<file path="src/rtl/evlog_pkg.sv">
package evlog_pkg;
    localparam int NSRC        = 5;
    localparam int ENTRY_W     = 128;
    localparam int ENTRY_SHIFT = 4;   // 16 bytes per record

    typedef enum logic {
        ST_IDLE  = 1'b0,
        ST_WRITE = 1'b1
    } wr_state_t;

    typedef struct packed {
        logic [63:0] addr;
        logic [3:0]  code;
        logic [41:0] rsvd;
        logic [1:0]  rw;
        logic [15:0] dev;
    } entry_t;

    // source index -> event code, index order is also the priority order
    function automatic logic [3:0] src_code(input int idx);
        case (idx)
            0:       return 4'h6;  // command hardware error
            1:       return 4'h3;  // device-table hardware error
            2:       return 4'h4;  // page-table hardware error
            3:       return 4'h1;  // invalid device request
            default: return 4'h2;  // I/O page fault
        endcase
    endfunction
endpackage

</file>
<file path="src/rtl/evlog_arb.sv">
module evlog_arb #(
    parameter int N = 5
) (
    input  logic         clk,
    input  logic         rst_n,
    input  logic         en,
    input  logic [N-1:0] req,
    output logic [N-1:0] ack,
    output logic         any
);
    logic [N:0] seen;

    assign seen[0] = 1'b0;
    for (genvar i = 0; i < N; i++) begin : g_pri
        assign ack[i]    = en & req[i] & ~seen[i];
        assign seen[i+1] = seen[i] | req[i];
    end
    assign any = en & seen[N];

    AST_ONE_GRANT: assert property (@(posedge clk) disable iff (!rst_n)
        $onehot0(ack));
    AST_LOW_WINS: assert property (@(posedge clk) disable iff (!rst_n)
        (en && req[0]) |-> ack[0]);
endmodule

</file>
<file path="src/rtl/evlog_ring.sv">
module evlog_ring #(
    parameter int AW    = 48,
    parameter int IDX_W = 8,
    parameter int SZ_W  = $clog2(IDX_W + 1),
    parameter int SHIFT = 4
) (
    input  logic             clk,
    input  logic             rst_n,
    input  logic [AW-1:0]    base,
    input  logic [SZ_W-1:0]  size,
    input  logic [IDX_W-1:0] head,
    input  logic             advance,
    output logic [IDX_W-1:0] tail,
    output logic             full,
    output logic [AW-1:0]    wr_addr
);
    localparam int SPAN_W = IDX_W + 1;

    logic [SZ_W-1:0]   sz_eff;
    logic [SPAN_W-1:0] span;
    logic [IDX_W-1:0]  mask;
    logic [IDX_W-1:0]  tail_nxt;

    assign sz_eff   = (int'(size) > IDX_W) ? SZ_W'(IDX_W) : size;
    assign span     = SPAN_W'(1) << sz_eff;
    assign mask     = IDX_W'(span - SPAN_W'(1));
    assign tail_nxt = (tail + 1'b1) & mask;
    assign full     = (tail_nxt == (head & mask));
    assign wr_addr  = base + (AW'(tail) << SHIFT);

    always_ff @(posedge clk) begin
        if (!rst_n)       tail <= '0;
        else if (advance) tail <= tail_nxt;
    end

    AST_TAIL_STEP: assert property (@(posedge clk) disable iff (!rst_n)
        advance |=> (tail == (($past(tail) + 1'b1) & $past(mask))));
    AST_TAIL_HOLD: assert property (@(posedge clk) disable iff (!rst_n)
        !advance |=> $stable(tail));
endmodule

</file>
<file path="src/rtl/evlog_ctrl.sv">
module evlog_ctrl
    import evlog_pkg::*;
(
    input  logic clk,
    input  logic rst_n,
    input  logic log_en,
    input  logic any_acc,
    input  logic full,
    input  logic wr_ready,
    input  logic ovf_clr,
    input  logic irq_clr,
    output logic arb_en,
    output logic load,
    output logic wr_valid,
    output logic advance,
    output logic ovf,
    output logic irq
);
    wr_state_t st, st_nxt;
    logic drop_full;

    always_ff @(posedge clk) begin
        if (!rst_n) st <= ST_IDLE;
        else        st <= st_nxt;
    end

    always_comb begin
        st_nxt = st;
        unique case (st)
            ST_IDLE:  if (any_acc && log_en && !full) st_nxt = ST_WRITE;
            ST_WRITE: if (wr_ready)                   st_nxt = ST_IDLE;
        endcase
    end

    always_comb begin
        arb_en    = (st == ST_IDLE);
        load      = (st == ST_IDLE) && any_acc && log_en && !full;
        drop_full = (st == ST_IDLE) && any_acc && log_en && full;
        wr_valid  = (st == ST_WRITE);
        advance   = (st == ST_WRITE) && wr_ready;
    end

    always_ff @(posedge clk) begin
        if (!rst_n) begin
            ovf <= 1'b0;
            irq <= 1'b0;
        end else begin
            if (drop_full)    ovf <= 1'b1;
            else if (ovf_clr) ovf <= 1'b0;
            if (advance)      irq <= 1'b1;
            else if (irq_clr) irq <= 1'b0;
        end
    end

    AST_NO_OVERFLOW: assert property (@(posedge clk) disable iff (!rst_n)
        (arb_en && any_acc && full) |=> !wr_valid);
    AST_OVF_STICKY: assert property (@(posedge clk) disable iff (!rst_n)
        (ovf && !ovf_clr) |=> ovf);
    AST_IRQ_ON_WRITE: assert property (@(posedge clk) disable iff (!rst_n)
        advance |=> irq);
    AST_DISABLED_QUIET: assert property (@(posedge clk) disable iff (!rst_n)
        (arb_en && any_acc && !log_en && !ovf_clr) |=> (!wr_valid && ovf == $past(ovf)));
    AST_VALID_NEXT: assert property (@(posedge clk) disable iff (!rst_n)
        load |=> wr_valid);
    AST_WR_HOLD: assert property (@(posedge clk) disable iff (!rst_n)
        (wr_valid && !wr_ready) |=> wr_valid);
endmodule

</file>
<file path="src/rtl/evlog_writer.sv">
module evlog_writer
    import evlog_pkg::*;
#(
    parameter int AW    = 48,
    parameter int IDX_W = 8,
    parameter int SZ_W  = $clog2(IDX_W + 1)
) (
    input  logic                 clk,
    input  logic                 rst_n,
    input  logic                 log_en,
    input  logic [AW-1:0]        log_base,
    input  logic [SZ_W-1:0]      log_size,
    input  logic [IDX_W-1:0]     log_head,
    input  logic                 ovf_clr,
    input  logic                 irq_clr,
    input  logic [NSRC-1:0]      src_req,
    input  logic [NSRC*16-1:0]   src_dev,
    input  logic [NSRC*64-1:0]   src_addr,
    input  logic [NSRC*2-1:0]    src_rw,
    output logic [NSRC-1:0]      src_ack,
    output logic                 mem_wr_valid,
    input  logic                 mem_wr_ready,
    output logic [AW-1:0]        mem_wr_addr,
    output logic [ENTRY_W-1:0]   mem_wr_data,
    output logic [IDX_W-1:0]     log_tail,
    output logic                 ovf_flag,
    output logic                 irq_flag
);
    logic   arb_en, any_acc, load, advance, full;
    logic [15:0] sel_dev;
    logic [63:0] sel_addr;
    logic [1:0]  sel_rw;
    logic [3:0]  sel_code;
    entry_t entry_q;

    evlog_arb #(.N(NSRC)) u_arb (
        .clk(clk), .rst_n(rst_n), .en(arb_en),
        .req(src_req), .ack(src_ack), .any(any_acc)
    );

    evlog_ring #(.AW(AW), .IDX_W(IDX_W), .SZ_W(SZ_W), .SHIFT(ENTRY_SHIFT)) u_ring (
        .clk(clk), .rst_n(rst_n), .base(log_base), .size(log_size),
        .head(log_head), .advance(advance), .tail(log_tail),
        .full(full), .wr_addr(mem_wr_addr)
    );

    evlog_ctrl u_ctrl (
        .clk(clk), .rst_n(rst_n), .log_en(log_en), .any_acc(any_acc),
        .full(full), .wr_ready(mem_wr_ready), .ovf_clr(ovf_clr),
        .irq_clr(irq_clr), .arb_en(arb_en), .load(load),
        .wr_valid(mem_wr_valid), .advance(advance),
        .ovf(ovf_flag), .irq(irq_flag)
    );

    // payload of the granted source
    always_comb begin
        sel_dev  = '0;
        sel_addr = '0;
        sel_rw   = '0;
        sel_code = '0;
        for (int i = 0; i < NSRC; i++) begin
            if (src_ack[i]) begin
                sel_dev  = src_dev[i*16 +: 16];
                sel_addr = src_addr[i*64 +: 64];
                sel_rw   = src_rw[i*2 +: 2];
                sel_code = src_code(i);
            end
        end
    end

    always_ff @(posedge clk) begin
        if (!rst_n) begin
            entry_q <= '0;
        end else if (load) begin
            entry_q.addr <= sel_addr;
            entry_q.code <= sel_code;
            entry_q.rsvd <= '0;
            entry_q.rw   <= sel_rw;
            entry_q.dev  <= sel_dev;
        end
    end

    assign mem_wr_data = entry_q;

    AST_WR_DATA_STABLE: assert property (@(posedge clk) disable iff (!rst_n)
        (mem_wr_valid && !mem_wr_ready) |=> ($stable(mem_wr_data) && $stable(mem_wr_addr)));
    AST_BUSY_NO_ACK: assert property (@(posedge clk) disable iff (!rst_n)
        mem_wr_valid |-> (src_ack == '0));
endmodule

</file>
<file path="config.mk">
export PLATFORM = sky130hd
export DESIGN_NAME = evlog_writer
export DESIGN_NICKNAME = d
export VERILOG_FILES = /design/src/rtl/evlog_pkg.sv /design/src/rtl/evlog_arb.sv /design/src/rtl/evlog_ring.sv /design/src/rtl/evlog_ctrl.sv /design/src/rtl/evlog_writer.sv
export SDC_FILE = /design/constraint.sdc
export NUM_CORES = 1
export LEC_CHECK = 0
export ABC_AREA = 1
export CAP_MARGIN = 20
export CORE_AREA = 3 3 259 261
export DETAILED_ROUTE_END_ITERATION = 7
export DIE_AREA = 0 0 262 264
export MAX_ROUTING_LAYER = met4
export PLACE_DENSITY_LB_ADDON = 0.08
export SETUP_SLACK_MARGIN = 0.1
export SLEW_MARGIN = 30
export SYNTH_ARGS = -nofsm -noshare
export SYNTH_HDL_FRONTEND = slang
export SYNTH_SLANG_ARGS = --single-unit
</file>
<file path="constraint.sdc">
create_clock -name clk -period 3.45 [get_ports clk]
set_input_delay 0.69 -clock clk [delete_from_list [all_inputs] [get_ports clk]]
set_output_delay 0.69 -clock clk [all_outputs]
set_load 0.01 [all_outputs]
</file>
# ---- After elaboration in Yosys (flattened, before gate mapping)
# Index checks and enable logic that the tools add are counted.
dict set report totals {
  reg_bits 97
  latch_bits 0
  ramBits 0
  romBits 0
  out_inout_bits 192
  mem_count 0
}
dict set report classes {
  add_sub_neg 3
  n_mul 0
  div_mod_pow 0
  magnitude_cmp 1
  n_eq_ne 1
  n_shift 1
  mux 28
  bitwise 21
  n_reduce_logical 10
}
# cell count
set ops {}
lappend ops {{64-bit 2-to-1 mux} 5}
lappend ops {{16-bit 2-to-1 mux} 5}
lappend ops {{48-bit by 12-bit adder with 48-bit output} 1}
lappend ops {{4-bit 2-to-1 mux} 5}
lappend ops {{8-bit bitwise AND} 2}
lappend ops {{1-bit bitwise AND} 10}
lappend ops {{2-bit 2-to-1 mux} 5}
lappend ops {{8-bit by 1-bit adder with 8-bit output, second input constant} 1}
lappend ops {{8-bit == test} 1}
lappend ops {{1-bit by 4-bit left shift with 8-bit output, first input constant} 1}
lappend ops {{8-bit by 1-bit subtractor with 8-bit output, second input constant} 1}
lappend ops {{1-bit logical AND} 7}
lappend ops {{1-bit 2-to-1 mux} 6}
lappend ops {{1-bit NOT} 5}
lappend ops {{4-bit greater-than comparator, second input constant} 1}
lappend ops {{1-bit OR} 4}
lappend ops {{2-bit nonzero test} 2}
lappend ops {{3-bit 2-to-1 mux} 1}
lappend ops {{1-bit case mux with 2 select lines} 1}
lappend ops {{1-bit zero test} 1}

# ---- Longest topological paths before layout
# Gate-level depths: netlist of run 1.
dict set report logic_depth {
  word_depth 10
  mapped_depth 14
  ltp_nobuf 12
}

# ---- Hierarchy
# Synthesis of run 1 repeated with hierarchy kept, for this count alone.
dict set report unflattened {
  cells_unflattened 2019
  hier_area_um2 10385.0
}
# module n_inst cells_per_inst area_each_um2 seq_area_each_um2
set by_module_without_submodules {}
lappend by_module_without_submodules {evlog_writer 1 1496 7596.0 1701.6}
lappend by_module_without_submodules {evlog_ring 1 487 2578.7 160.2}
lappend by_module_without_submodules {evlog_ctrl 1 20 136.4 60.1}
lappend by_module_without_submodules {evlog_arb 1 16 73.8 0.0}

# ---- Worst setup path before layout of run 1
# Ideal clock, no wire load.
dict set report synth_path {
  path_kind {input to output}
  startpoint {input port log_base[4]}
  endpoint {output port mem_wr_addr[32]}
  arrival_time_ns 2.652
  setup_slack_ns 0.108
  cell_stages 10
  path_cell_list {ha_1 > inv_1 > fa_1 > o21ai_2 > a21oi_1 > o21ai_2 > nand2_1 > nor2_1 > nand2_1 > xor2_1}
}
dict set report synth_via {
  elab_chain_len 1
}
# element line
set synth_rtl {}
lappend synth_rtl {{start, declared} evlog_writer.sv:11} ;# input logic [AW-1:0] log_base,
lappend synth_rtl {{48-bit by 12-bit adder with 48-bit output} evlog_ring.sv:29} ;# assign wr_addr = base + (AW'(tail) << SHIFT);
lappend synth_rtl {{end, declared} evlog_writer.sv:23} ;# output logic [AW-1:0] mem_wr_addr,
# Every way passes these cells.

# ---- Final worst setup path of run 1
dict set report layout_path {
  startpoint {input port log_base[9]}
  endpoint {output port mem_wr_addr[22]}
}
# Same word-level chain as after synthesis.

==> results by group, run 1 <==
Status
  • Status: finished, final reports clean

Clock network
  • Worst skew pair latency: 390 ps
  • CTS tree: yes
  • # clock sinks: 96
  • Hold Buf Count CTS: 0
  • H-tree depth: 3
  • Clock slew at reported path FFs: 70 ps
  • Root Driver: clkbuf_16
  • Worst-case clock buffer depth: 2
  • Num CTS Buffers: 9

GRT
  • Tot GR Track Use: 0.175
  • Initial antenna violation count: 5
  • Number of global-route vias before repair: 12,582
  • Largest net degree at the start of global routing: 84
  • Grt ovf: 0
  • First-pass GRT wire length: 86,600 um

Detailed routing
  • DRT antenna net count: 0
  • Met3 WL: 3360 um
  • Via count: 12,391
  • Max Used Layer: met4
  • TritonRoute pass-1 iters: 5
  • WL final: 61,600 um
  • # DRC: 0
  • WL met2: 32,700 um
  • DR iter-0 viols: 613
  • Met1 wire length: 25,000 um
  • Wire per inst: 20.5 um
  • Vias/cell: 4.12

STA
  • WHS: 472 ps
  • Final setup violation count: 0
  • Final period util: 0.959
  • Max_slew headroom: 0.607
  • F_max: 302 MHz
  • Unrepaired setup endpoints after global routing: yes
  • Worst-Margin Slew: 590 ps
  • Final-report max-slew violation count: 0
  • Worst clock skew: 19.4 ps
  • Hold Vio Cnt, Final: 0
  • Crit path time final: 3310 ps

Synth
  • Register area share after synthesis: 0.225
  • Synth area leaders: dfxtp_1 (23%), nand2_1 (17%), a21oi_1 (9.6%), nand3_1 (9.2%), a22oi_1 (6.4%)
  • Top-area cell type share of the netlist area: 0.225
  • Synth Instances: 1,435
  • Register bit count reported by yosys: 96
  • Post-synth EDFFs: 0
  • Distinct cells, synth: 39
  • Most used DFF post-synth: dfxtp_1
  • Ys async rst share: 0
  • Synthesized area per cell: 5.94 um2
  • Synthesized cell area: 8530 um2
  • Yosys Warn Count: 0
  • Synth area leader: dfxtp_1

Power and ir drop
  • P per Cell Area: 255 nW/um2
  • Internal power: 2.80 mW
  • Leakage power: 7.06 nW
  • Comb power frac: 0.463
  • Sw frac: 0.360
  • Max VDD drop: 0.182 mV
  • Clock share of power: 0.246
  • Pwr Total: 4.38 mW
  • Sw Pwr: 1.58 mW
  • Seq pwr share: 0.292

Placement
  • RD Place Congestion: 0.865
  • Detailed placer's ending HPWL: 51,500 um
  • Inst Count DP: 2,983
  • PortBufs: 621
  • Post-DP Area: 16,700 um2

Worst setup path
  • Setup crit start kind: primary input
  • Crit-path cells: dlygate4sd2_1 > ha_2 > buf_4 > a21oi_2 > o21ai_1 > a21oi_1 > nor2_1 > or2_2 > xor2_1 > inv_1 > dlygate4sd2_1
  • CP arrival: 2620 ps
  • Crit-path max cell delay: 290 ps
  • Setup crit end kind: primary output
  • Slowest CP cell: ha_2
  • Max FO, Critical Path: 3
  • Critical path class: primary input to primary output
  • Most used cell, CP: dlygate4sd2_1
  • CP Data Required Time: 2760 ps

Run
  • Max Cap Viol: 0

Finish
  • Share of layout cells above drive strength 1: 0.146
  • Post-route insts no fill: 3,006
  • Most common cell after layout, fill and taps aside: clkdlybuf4s50_1
  • Most frequent cells in the layout: clkdlybuf4s50_1 (557), nand2_1 (373), buf_4 (159), a21oi_1 (158), nand3_1 (154)
  • Design Area, Final: 17,200 um2
  • Final nets: 2,634
  • Area grow syn2layout: 102%

Floorplanning
  • Row count: 93
  • Effective utilization at floorplan: 0.132
  • Die Ht: 264 um
  • Core area: 64,700 um2
  • Die area: 69,200 um2
  • IO Count: 673
  • Die Span X: 262 um

Hold path
  • Min-Delay Path Class: register to register
==> flip-flops by register name (all words and copies together) (netlist names) <==
name / cells
mem_wr_data: 85
u_ring.tail: 8
u_ctrl.irq: 1
u_ctrl.ovf: 1
u_ctrl.wr_valid: 1
==> per-stage QoR <==
step | utilization | setup slack (ps) | TNS, ps
2_1_floorplan | - | 108 | 0
3_3_place_gp | 0.258 | -635 | -17690
3_5_place_dp | 0.258 | -646 | -18240
4_1_cts | 0.265 | 81.2 | 0
5_1_grt | 0.266 | 35.8 | 0
6_report | 0.266 | 141 | 0
==> layout make-up <==
cell class | count | area [um2]
Antenna cell | 4 | 10.0
Clock buffer | 9 | 225
Clock inverter | 7 | 71.3
Fill cell | 7308 | 47500
Inverter | 76 | 292
Multi-Input combinational cell | 1165 | 6080
Sequential cell | 96 | 1920
Tap cell | 855 | 1070
Timing Repair Buffer | 794 | 7530
==> power by group through the flow <==
stage / registers (mW) / clock network (mW) / logic, mW
after floorplan: 1.34 / 0 / 0.712
after global placement: 1.30 / 0 / 2.06
after detailed placement: 1.30 / 0 / 2.06
after CTS: 1.28 / 1.16 / 2.06
after global routing: 1.29 / 1.18 / 2.21
final: 1.28 / 1.08 / 2.03
==> logic make-up (layout without fill, tap and decap cells) <==
family	count (synthesis)	after routing	synth area share
and+or+nand+nor	781	781	0.403
AOI/OAI and AO/OA	293	293	0.197
buffers and inverters	216	886	0.119
DFF	96	96	0.225
xor gates and xnor gates	37	37	0.0380
adders and majority gates	11	11	0.0170
other	1	47	0.000440
==> synthesized netlist by cell type, types with 2 or more instances <==
cell	n
a21oi_1	163
dfxtp_1	96
inv_2	3
nand3_2	12
nand4_1	55
nor4_1	4
o21ai_2	2
nor3_1	22
nor3b_1	2
xnor2_1	7
buf_6	2
nor2_2	2
o21ai_0	41
buf_4	47
buf_2	13
clkbuf_1	54
inv_1	72
nand3b_1	5
nand2_1	379
o21ai_1	5
a31oi_1	2
a22oi_1	73
or2_2	4
ha_1	10
xor2_1	30
nand2_2	2
buf_1	24
nor2_1	135
nand3_1	156
a211oi_1	4
==> what timing repair did <==
action,4_1_cts,5_1_grt
setup endpoints to repair,42,35
pin swaps,22,17
buffers inserted,1,2
gates resized for setup,139,80
==> metal layers <==
layer / vias to the layer above / GRT usage
met5: - / -
met4: 0 / 0.0280
met3: 22 / 0.0336
met2: 387 / 0.319
met1: 5782 / 0.201
li1: 6200 / -
==> critical path, delay by kind of cell <==
family / cells / cell delay [ps]
compound gates: 3 / 420
xor+xnor: 1 / 150
fa+ha+maj: 1 / 290
buf+inv: 4 / 750
simple gates: 2 / 340
==> path summary, 6_finish.rpt <==
path | startpoint | end | slack [ps] | depth (start not counted)
worst min-delay path | u_ctrl.ovf | u_ctrl.ovf | 470 | 2
worst max register to register | u_ctrl.wr_valid | mem_wr_data[90] | 990 | 10
worst min register to register | u_ctrl.ovf | u_ctrl.ovf | 470 | 2
worst max-delay path | log_base[9] | mem_wr_addr[22] | 140 | 11
Power figures use the tool's default switching activity.
==> run 2, diff against run 1 <==
Settings changed: ABC_AREA 1 to default, CORE_AREA 3 3 259 261 to 3 3 257 259, DIE_AREA 0 0 262 264 to 0 0 260 262, GPL_TIMING_DRIVEN from default to 0.
==> run 2 against run 1 <==
  * The run now ends with negative setup slack left
  * Largest cell class unchanged
  * Wire length is 1.7% lower
  * Clock-buffer cell count unchanged
  * Critical path type unchanged
  * Critical endpoint is now mem_wr_addr[44]
  * Flip-flop and latch count did not move
  * Non-clock buffer count rose by 18
  * Global-route usage is 0.28 points lower
==> results by group, run 2 <==
Status
  • Status: finished, violations left
  • Failing checks: negative setup slack

STA
  • Final-report max-slew violation count: 0
  • Worst-Margin Slew: 969 ps
  • Worst clock skew: 11.6 ps
  • Hold Vio Cnt, Final: 0
  • Worst setup margin: -16.3 ps
  • F_max: 288 MHz
  • Unrepaired setup endpoints after global routing: yes
  • Total negative setup slack: -16.3 ps
  • Final period util: 1.00
  • Crit path time final: 3470 ps
  • Final setup violation count: 1
  • Max_slew headroom: 0.354

Finish
  • Area grow syn2layout: 119%
  • Most common cell after layout, fill and taps aside: clkdlybuf4s50_1
  • Most frequent cells in the layout: clkdlybuf4s50_1 (550), nand2_1 (174), a22oi_1 (91), dfxtp_1 (91), buf_4 (85)
  • Share of layout cells above drive strength 1: 0.186
  • Final nets: 2,210
  • Design Area, Final: 16,400 um2
  • Max reg flops: 85

Synth
  • Post-synth EDFFs: 0
  • Most used DFF post-synth: dfxtp_1
  • Synth Instances: 993
  • Largest family of logic cells by synthesized area: compound AO/OA/AOI/OAI gates
  • Count leader, synth: nand2_1
  • Synth area leader: dfxtp_1
  • Synth Area in Simple Gates: 0.208
  • Top cells by count, synth: nand2_1 (176), dfxtp_1 (96), a22oi_1 (91)
  • Synthesized area per cell: 7.54 um2
  • Post-synthesis adder-cell area fraction: 0.0194
  • Yosys Warn Count: 0
  • Synth area leaders: dfxtp_1 (26%), a22oi_1 (9.1%), nand2_1 (8.8%), a221oi_1 (8.5%), o22ai_1 (6.1%)
  • Synthesized cell area: 7490 um2
  • Compound-Gate Fraction of Synth Area: 0.343
  • Top-area cell type share of the netlist area: 0.257
  • Mux share of post-synthesis cell area: 0
  • Distinct cells, synth: 57
  • Register bit count reported by yosys: 96
  • XOR/XNOR Fraction of Synth Area: 0.0596
  • Register area share after synthesis: 0.257
  • Ys async rst share: 0

GRT
  • First-pass GRT wire length: 81,300 um
  • Number of global-route vias before repair: 11,133
  • Largest net degree at the start of global routing: 19
  • Tot GR Track Use: 0.172
  • Initial antenna violation count: 14
  • Grt ovf: 0

Power and ir drop
  • Sw frac: 0.336
  • Leakage power: 6.04 nW
  • Max VDD drop: 0.244 mV
  • Internal power: 2.67 mW
  • Comb power frac: 0.413
  • P per Cell Area: 246 nW/um2
  • Seq pwr share: 0.303
  • Clock share of power: 0.284
  • Sw Pwr: 1.36 mW

Floorplanning
  • Core area: 64,100 um2
  • Die Ht: 262 um
  • Row count: 93
  • Die area: 68,100 um2
  • Effective utilization at floorplan: 0.117
  • IO Count: 673
  • Die Span X: 260 um

Worst setup path
  • Critical path class: primary input to primary output
  • CP arrival: 2780 ps
  • RR Startpoint: u_ring.tail[1]
  • Max FO, Critical Path: 4
  • CP Data Required Time: 2760 ps
  • Crit-path max cell delay: 350 ps
  • Crit-path cells: buf_6 > ha_4 > inv_2 > fa_2 > nor2b_2 > o21ai_2 > a21boi_2 > o22ai_4 > buf_4 > buf_6 > buf_6 > nor4_4 > xor2_1 > buf_2
  • R2R Setup Slk: 520 ps
  • Critical R2R Capture: mem_wr_data[108]
  • R2R depth: 9
  • Most used cell, CP: buf_6
  • Setup crit end kind: primary output
  • Slowest CP cell: fa_2
  • Setup crit start kind: primary input

Placement
  • PortBufs: 623
  • Detailed placer's ending HPWL: 49,700 um
  • Post-DP Area: 15,000 um2
  • RD Place Congestion: 0.837

Detailed routing
  • Via count: 10,727
  • Vias/cell: 4.14
  • # DRC: 0
  • WL final: 60,600 um
  • Wire per inst: 23.4 um
  • DRT antenna net count: 0
  • DR iter-0 viols: 518
  • TritonRoute pass-1 iters: 4

Run
  • Max Cap Viol: 0

Clock network
  • Clock slew at reported path FFs: 70 ps
  • Worst skew pair latency: 390 ps
  • CTS tree: yes
  • Worst-case clock buffer depth: 2
  • Num CTS Buffers: 9
  • H-tree depth: 3
  • Root Driver: clkbuf_16
  • # clock sinks: 96

Hold path
  • Hold EP: mem_wr_data[93]
  • Min-Delay Path Class: register to register
  • WHS Path Cells: 2
  • HP Start: mem_wr_data[93]
run 2: kinds of logic (layout without fill, tap and decap cells):
kind of cell	after synthesis	count (layout)
DFF	96	96
other	1	56
buffers and inverters	154	842
adders and majority gates	11	11
AOI/OAI and AO/OA	365	365
xor gates and xnor gates	51	51
and+or+nand+nor	315	315
run 2: worst max-delay path: cells and delay by family:
kind            cells  cell delay, ps
buf+inv             6             710
compound gates      3             460
simple gates        2             280
xor+xnor            1             170
fa+ha+maj           2             480
run 2: what timing repair did:
action,in CTS,in global routing
hold buffers,0,0
pin swaps,58,29
setup endpoints to repair,131,120
buffers inserted,39,10
endpoints found under the hold margin,0,0
cloned,4,0
resized for setup,399,28
run 2: how the worst max path moves through the flow:
stage,slack (ps),start,to,cells past startpoint
5_1_grt,-130,u_ring.tail[0],mem_wr_addr[44],13
4_1_cts,-80,u_ring.tail[0],mem_wr_addr[46],12
3_3_place_gp,-1360,log_base[4],mem_wr_addr[20],12
6_report,-20,log_base[4],mem_wr_addr[44],14
2_1_floorplan,140,log_base[4],mem_wr_addr[22],10
3_5_place_dp,-1350,log_base[4],mem_wr_addr[36],12
run 2: stage by stage:
step	power [mW]	setup slack (ps)	hold WS, ps	instances	util
floorplan	1.80	139	491	1035	-
global placement	2.90	-1360	458	2513	0.233
detailed placement	2.90	-1350	460	2513	0.233
CTS	4.12	-77.6	472	2571	0.254
global route	4.25	-129	490	2590	0.255
finish	4.03	-16.3	469	2591	0.255
run 2: area by class of cell:
| class | count | area, um2 |
|---|---|---|
| clock buffer | 9 | 225 |
| clock inverter | 7 | 83.8 |
| multi-input combinational | 785 | 5580 |
| buffer | 138 | 905 |
| tap | 855 | 1070 |
| inverter | 14 | 52.6 |
| fill | 6973 | 47700 |
| sequential | 96 | 1940 |
| antenna | 13 | 32.5 |
| timing repair buffer | 674 | 6490 |
run 2: power groups by stage:
| stage | registers (mW) | logic [mW] | clock network (mW) |
|---|---|---|---|
| 6_report | 1.22 | 1.66 | 1.14 |
| 2_1_floorplan | 1.28 | 0.520 | 0 |
| 3_5_place_dp | 1.25 | 1.65 | 0 |
| 5_1_grt | 1.23 | 1.79 | 1.23 |
| 3_3_place_gp | 1.25 | 1.65 | 0 |
| 4_1_cts | 1.22 | 1.69 | 1.21 |
run 2: layer usage:
metal	up-vias	track usage	routed length, um	part of all wire
met3	26	0.0486	4230	0.070
li1	5159	-	-	-
met1	5141	0.176	22100	0.36
met5	-	-	0	0
met2	401	0.329	33700	0.56
met4	0	0.0308	622	0.010
==> run 3, diff against run 2 <==
--- a/config.mk
+++ b/config.mk
@@ -14,2 +14,3 @@
 export PLACE_DENSITY_LB_ADDON = 0.08
+export REMOVE_ABC_BUFFERS = 1
 export SETUP_SLACK_MARGIN = 0.1
--- a/constraint.sdc
+++ b/constraint.sdc
@@ -3,2 +3,2 @@
 set_output_delay 0.69 -clock clk [all_outputs]
-set_load 0.01 [all_outputs]
+set_load 0.1 [all_outputs]
==> run 3 against run 2 <==
  * The run still ends with negative setup slack left
  * Clock skew increased by 1.8 ps
  * Register-to-register slack got worse by 140 ps
  * Die area is the same
  * Utilization decreased by 0.41 points
  * Critical path depth grew 2
  * Wire length is 4.6% lower
  * Critical path type unchanged
==> results by group, run 3 (synthesis gave the netlist of run 2 again) <==
Detailed routing
  • Via count: 10,380
  • TritonRoute pass-1 iters: 4
  • WL final: 57,800 um
  • Vias/cell: 4.16
  • DRT antenna net count: 0
  • DR iter-0 viols: 465
  • Wire per inst: 23.1 um
  • # DRC: 0

Hold path
  • Min-Delay Path Class: register to register
  • Hold EP: mem_wr_data[123]
  • HP Start: mem_wr_data[123]
  • WHS Path Cells: 2

STA
  • Worst clock skew: 13.4 ps
  • Unrepaired setup endpoints after global routing: yes
  • Hold Vio Cnt, Final: 0
  • Worst-Margin Slew: 1030 ps
  • Total negative setup slack: -3060 ps
  • Crit path time final: 3600 ps
  • Max_slew headroom: 0.314
  • F_max: 278 MHz
  • Final period util: 1.04
  • Final-report max-slew violation count: 0
  • Final setup violation count: 34
  • Worst setup margin: -146 ps

Placement
  • Pre-CTS WS: -2020 ps
  • Detailed placer's ending HPWL: 45,600 um
  • RD Place Congestion: 0.781
  • PortBufs: 621

Clock network
  • Num CTS Buffers: 9
  • Clock slew at reported path FFs: 80 ps
  • CTS tree: yes
  • Worst-case clock buffer depth: 2
  • Worst skew pair latency: 390 ps
  • # clock sinks: 96
  • H-tree depth: 3
  • Root Driver: clkbuf_16
  • Hold Buf Count CTS: 0

Worst setup path
  • Most used cell, CP: buf_12
  • CP arrival: 2910 ps
  • RR Startpoint: u_ring.tail[0]
  • Critical path class: primary input to primary output
  • CP Data Required Time: 2760 ps
  • Crit-path max cell delay: 400 ps
  • Slowest CP cell: fa_2
  • Max FO, Critical Path: 7
  • Setup crit start kind: primary input
  • R2R depth: 13
  • Setup crit end kind: primary output
  • R2R Setup Slk: 380 ps
  • Crit-path cells: buf_2 > ha_4 > inv_4 > fa_2 > nor2b_2 > o21ai_2 > a21boi_2 > buf_6 > buf_12 > buf_12 > o22ai_4 > buf_12 > buf_4 > nor2_4 > xor2_2 > buf_12
  • Critical R2R Capture: mem_wr_data[14]

Floorplanning
  • Die area: 68,100 um2
  • Effective utilization at floorplan: 0.117
  • Row count: 93
  • Core area: 64,100 um2
  • Die Ht: 262 um
  • Die Span X: 260 um
  • IO Count: 673

Power and ir drop
  • P per Cell Area: 301 nW/um2
  • Leakage power: 5.89 nW
  • Max VDD drop: 0.198 mV

Status
  • Status: finished, violations left
  • Failing checks: negative setup slack

GRT
  • Initial antenna violation count: 13
  • Tot GR Track Use: 0.165
  • Largest net degree at the start of global routing: 62
  • Grt ovf: 0
  • First-pass GRT wire length: 79,000 um
  • Number of global-route vias before repair: 10,669

Run
  • Max Cap Viol: 0

Finish
  • Share of layout cells above drive strength 1: 0.206
  • Area grow syn2layout: 115%
  • Max reg flops: 85
  • Fillers: 7,016
  • Most frequent cells in the layout: clkdlybuf4s50_1 (492), nand2_1 (175), a22oi_1 (91), dfxtp_1 (90), o21ai_0 (83)
  • Final nets: 2,121
  • Most common cell after layout, fill and taps aside: clkdlybuf4s50_1
## run 3: worst max-delay path by stage
| stage | start | end | slack (ps) |
|---|---|---|---|
| global placement | src_req[0] | mem_wr_data[116] | -21000 |
| floorplan | u_ctrl.wr_valid | mem_wr_data[0] | -8570 |
| finish | log_base[4] | mem_wr_addr[16] | -150 |
| global route | u_ring.tail[0] | mem_wr_addr[34] | -280 |
| CTS | u_ring.tail[0] | mem_wr_addr[30] | -190 |
| detailed placement | log_base[4] | mem_wr_addr[32] | -2020 |
## run 3: cell type report
| class | instances | area, um2 | area share |
|---|---|---|---|
| Antenna cell | 7 | 17.5 | 0.00109 |
| Clock buffer | 10 | 229 | 0.0142 |
| Clock inverter | 6 | 52.6 | 0.00326 |
| Inverter | 14 | 55.1 | 0.00342 |
| Multi-Input combinational cell | 787 | 5530 | 0.343 |
| Sequential cell | 96 | 1940 | 0.120 |
| Tap cell | 855 | 1070 | 0.0664 |
| Timing Repair Buffer | 721 | 7230 | 0.448 |
## run 3: metal layers
layer  vias to the layer above  global-route usage  routed length [um]
li1                       4963                   -                   -
met1                      5034               0.189               23100
met2                       363               0.294               30700
met3                        20              0.0443                3590
met4                         0              0.0244                 418
met5                         -                   -                   0
## run 3: where the power goes
group / internal [mW] / leakage, nW / switching [mW]
Sequential: 1.18 / 0.789 / 0.0424
Clock: 0.504 / 0.133 / 0.580
Combinational: 0.911 / 4.97 / 1.63
Total: 2.60 / 5.89 / 2.25
## run 3: critical path: cells and delay by family
kind	cells	cell delay (ps)
buffers and inverters	8	950
adders and majority gates	2	540
AOI/OAI and AO/OA	3	290
xor gates and xnor gates	1	190
and+or+nand+nor	2	230
## run 3: stage by stage
| step | area [um2] | util | power, mW | std cells | hold slack [ps] |
|---|---|---|---|---|---|
| floorplan | 6860 | - | 2.63 | 895 | 812 |
| global placement | 14100 | 0.221 | 3.73 | 2371 | 458 |
| detailed placement | 14600 | 0.227 | 3.73 | 2421 | 459 |
| CTS | 15900 | 0.248 | 4.94 | 2478 | 472 |
| global route | 16100 | 0.251 | 5.09 | 2496 | 482 |
| finish | 16100 | 0.251 | 4.85 | 2496 | 472 |
## run 3: what timing repair did
| action | CTS | global route |
|---|---|---|
| buffers inserted | 38 | 11 |
| cloned | 3 | 0 |
| gates resized for setup | 469 | 43 |
| setup endpoints to repair | 135 | 114 |
| pin swaps | 60 | 28 |
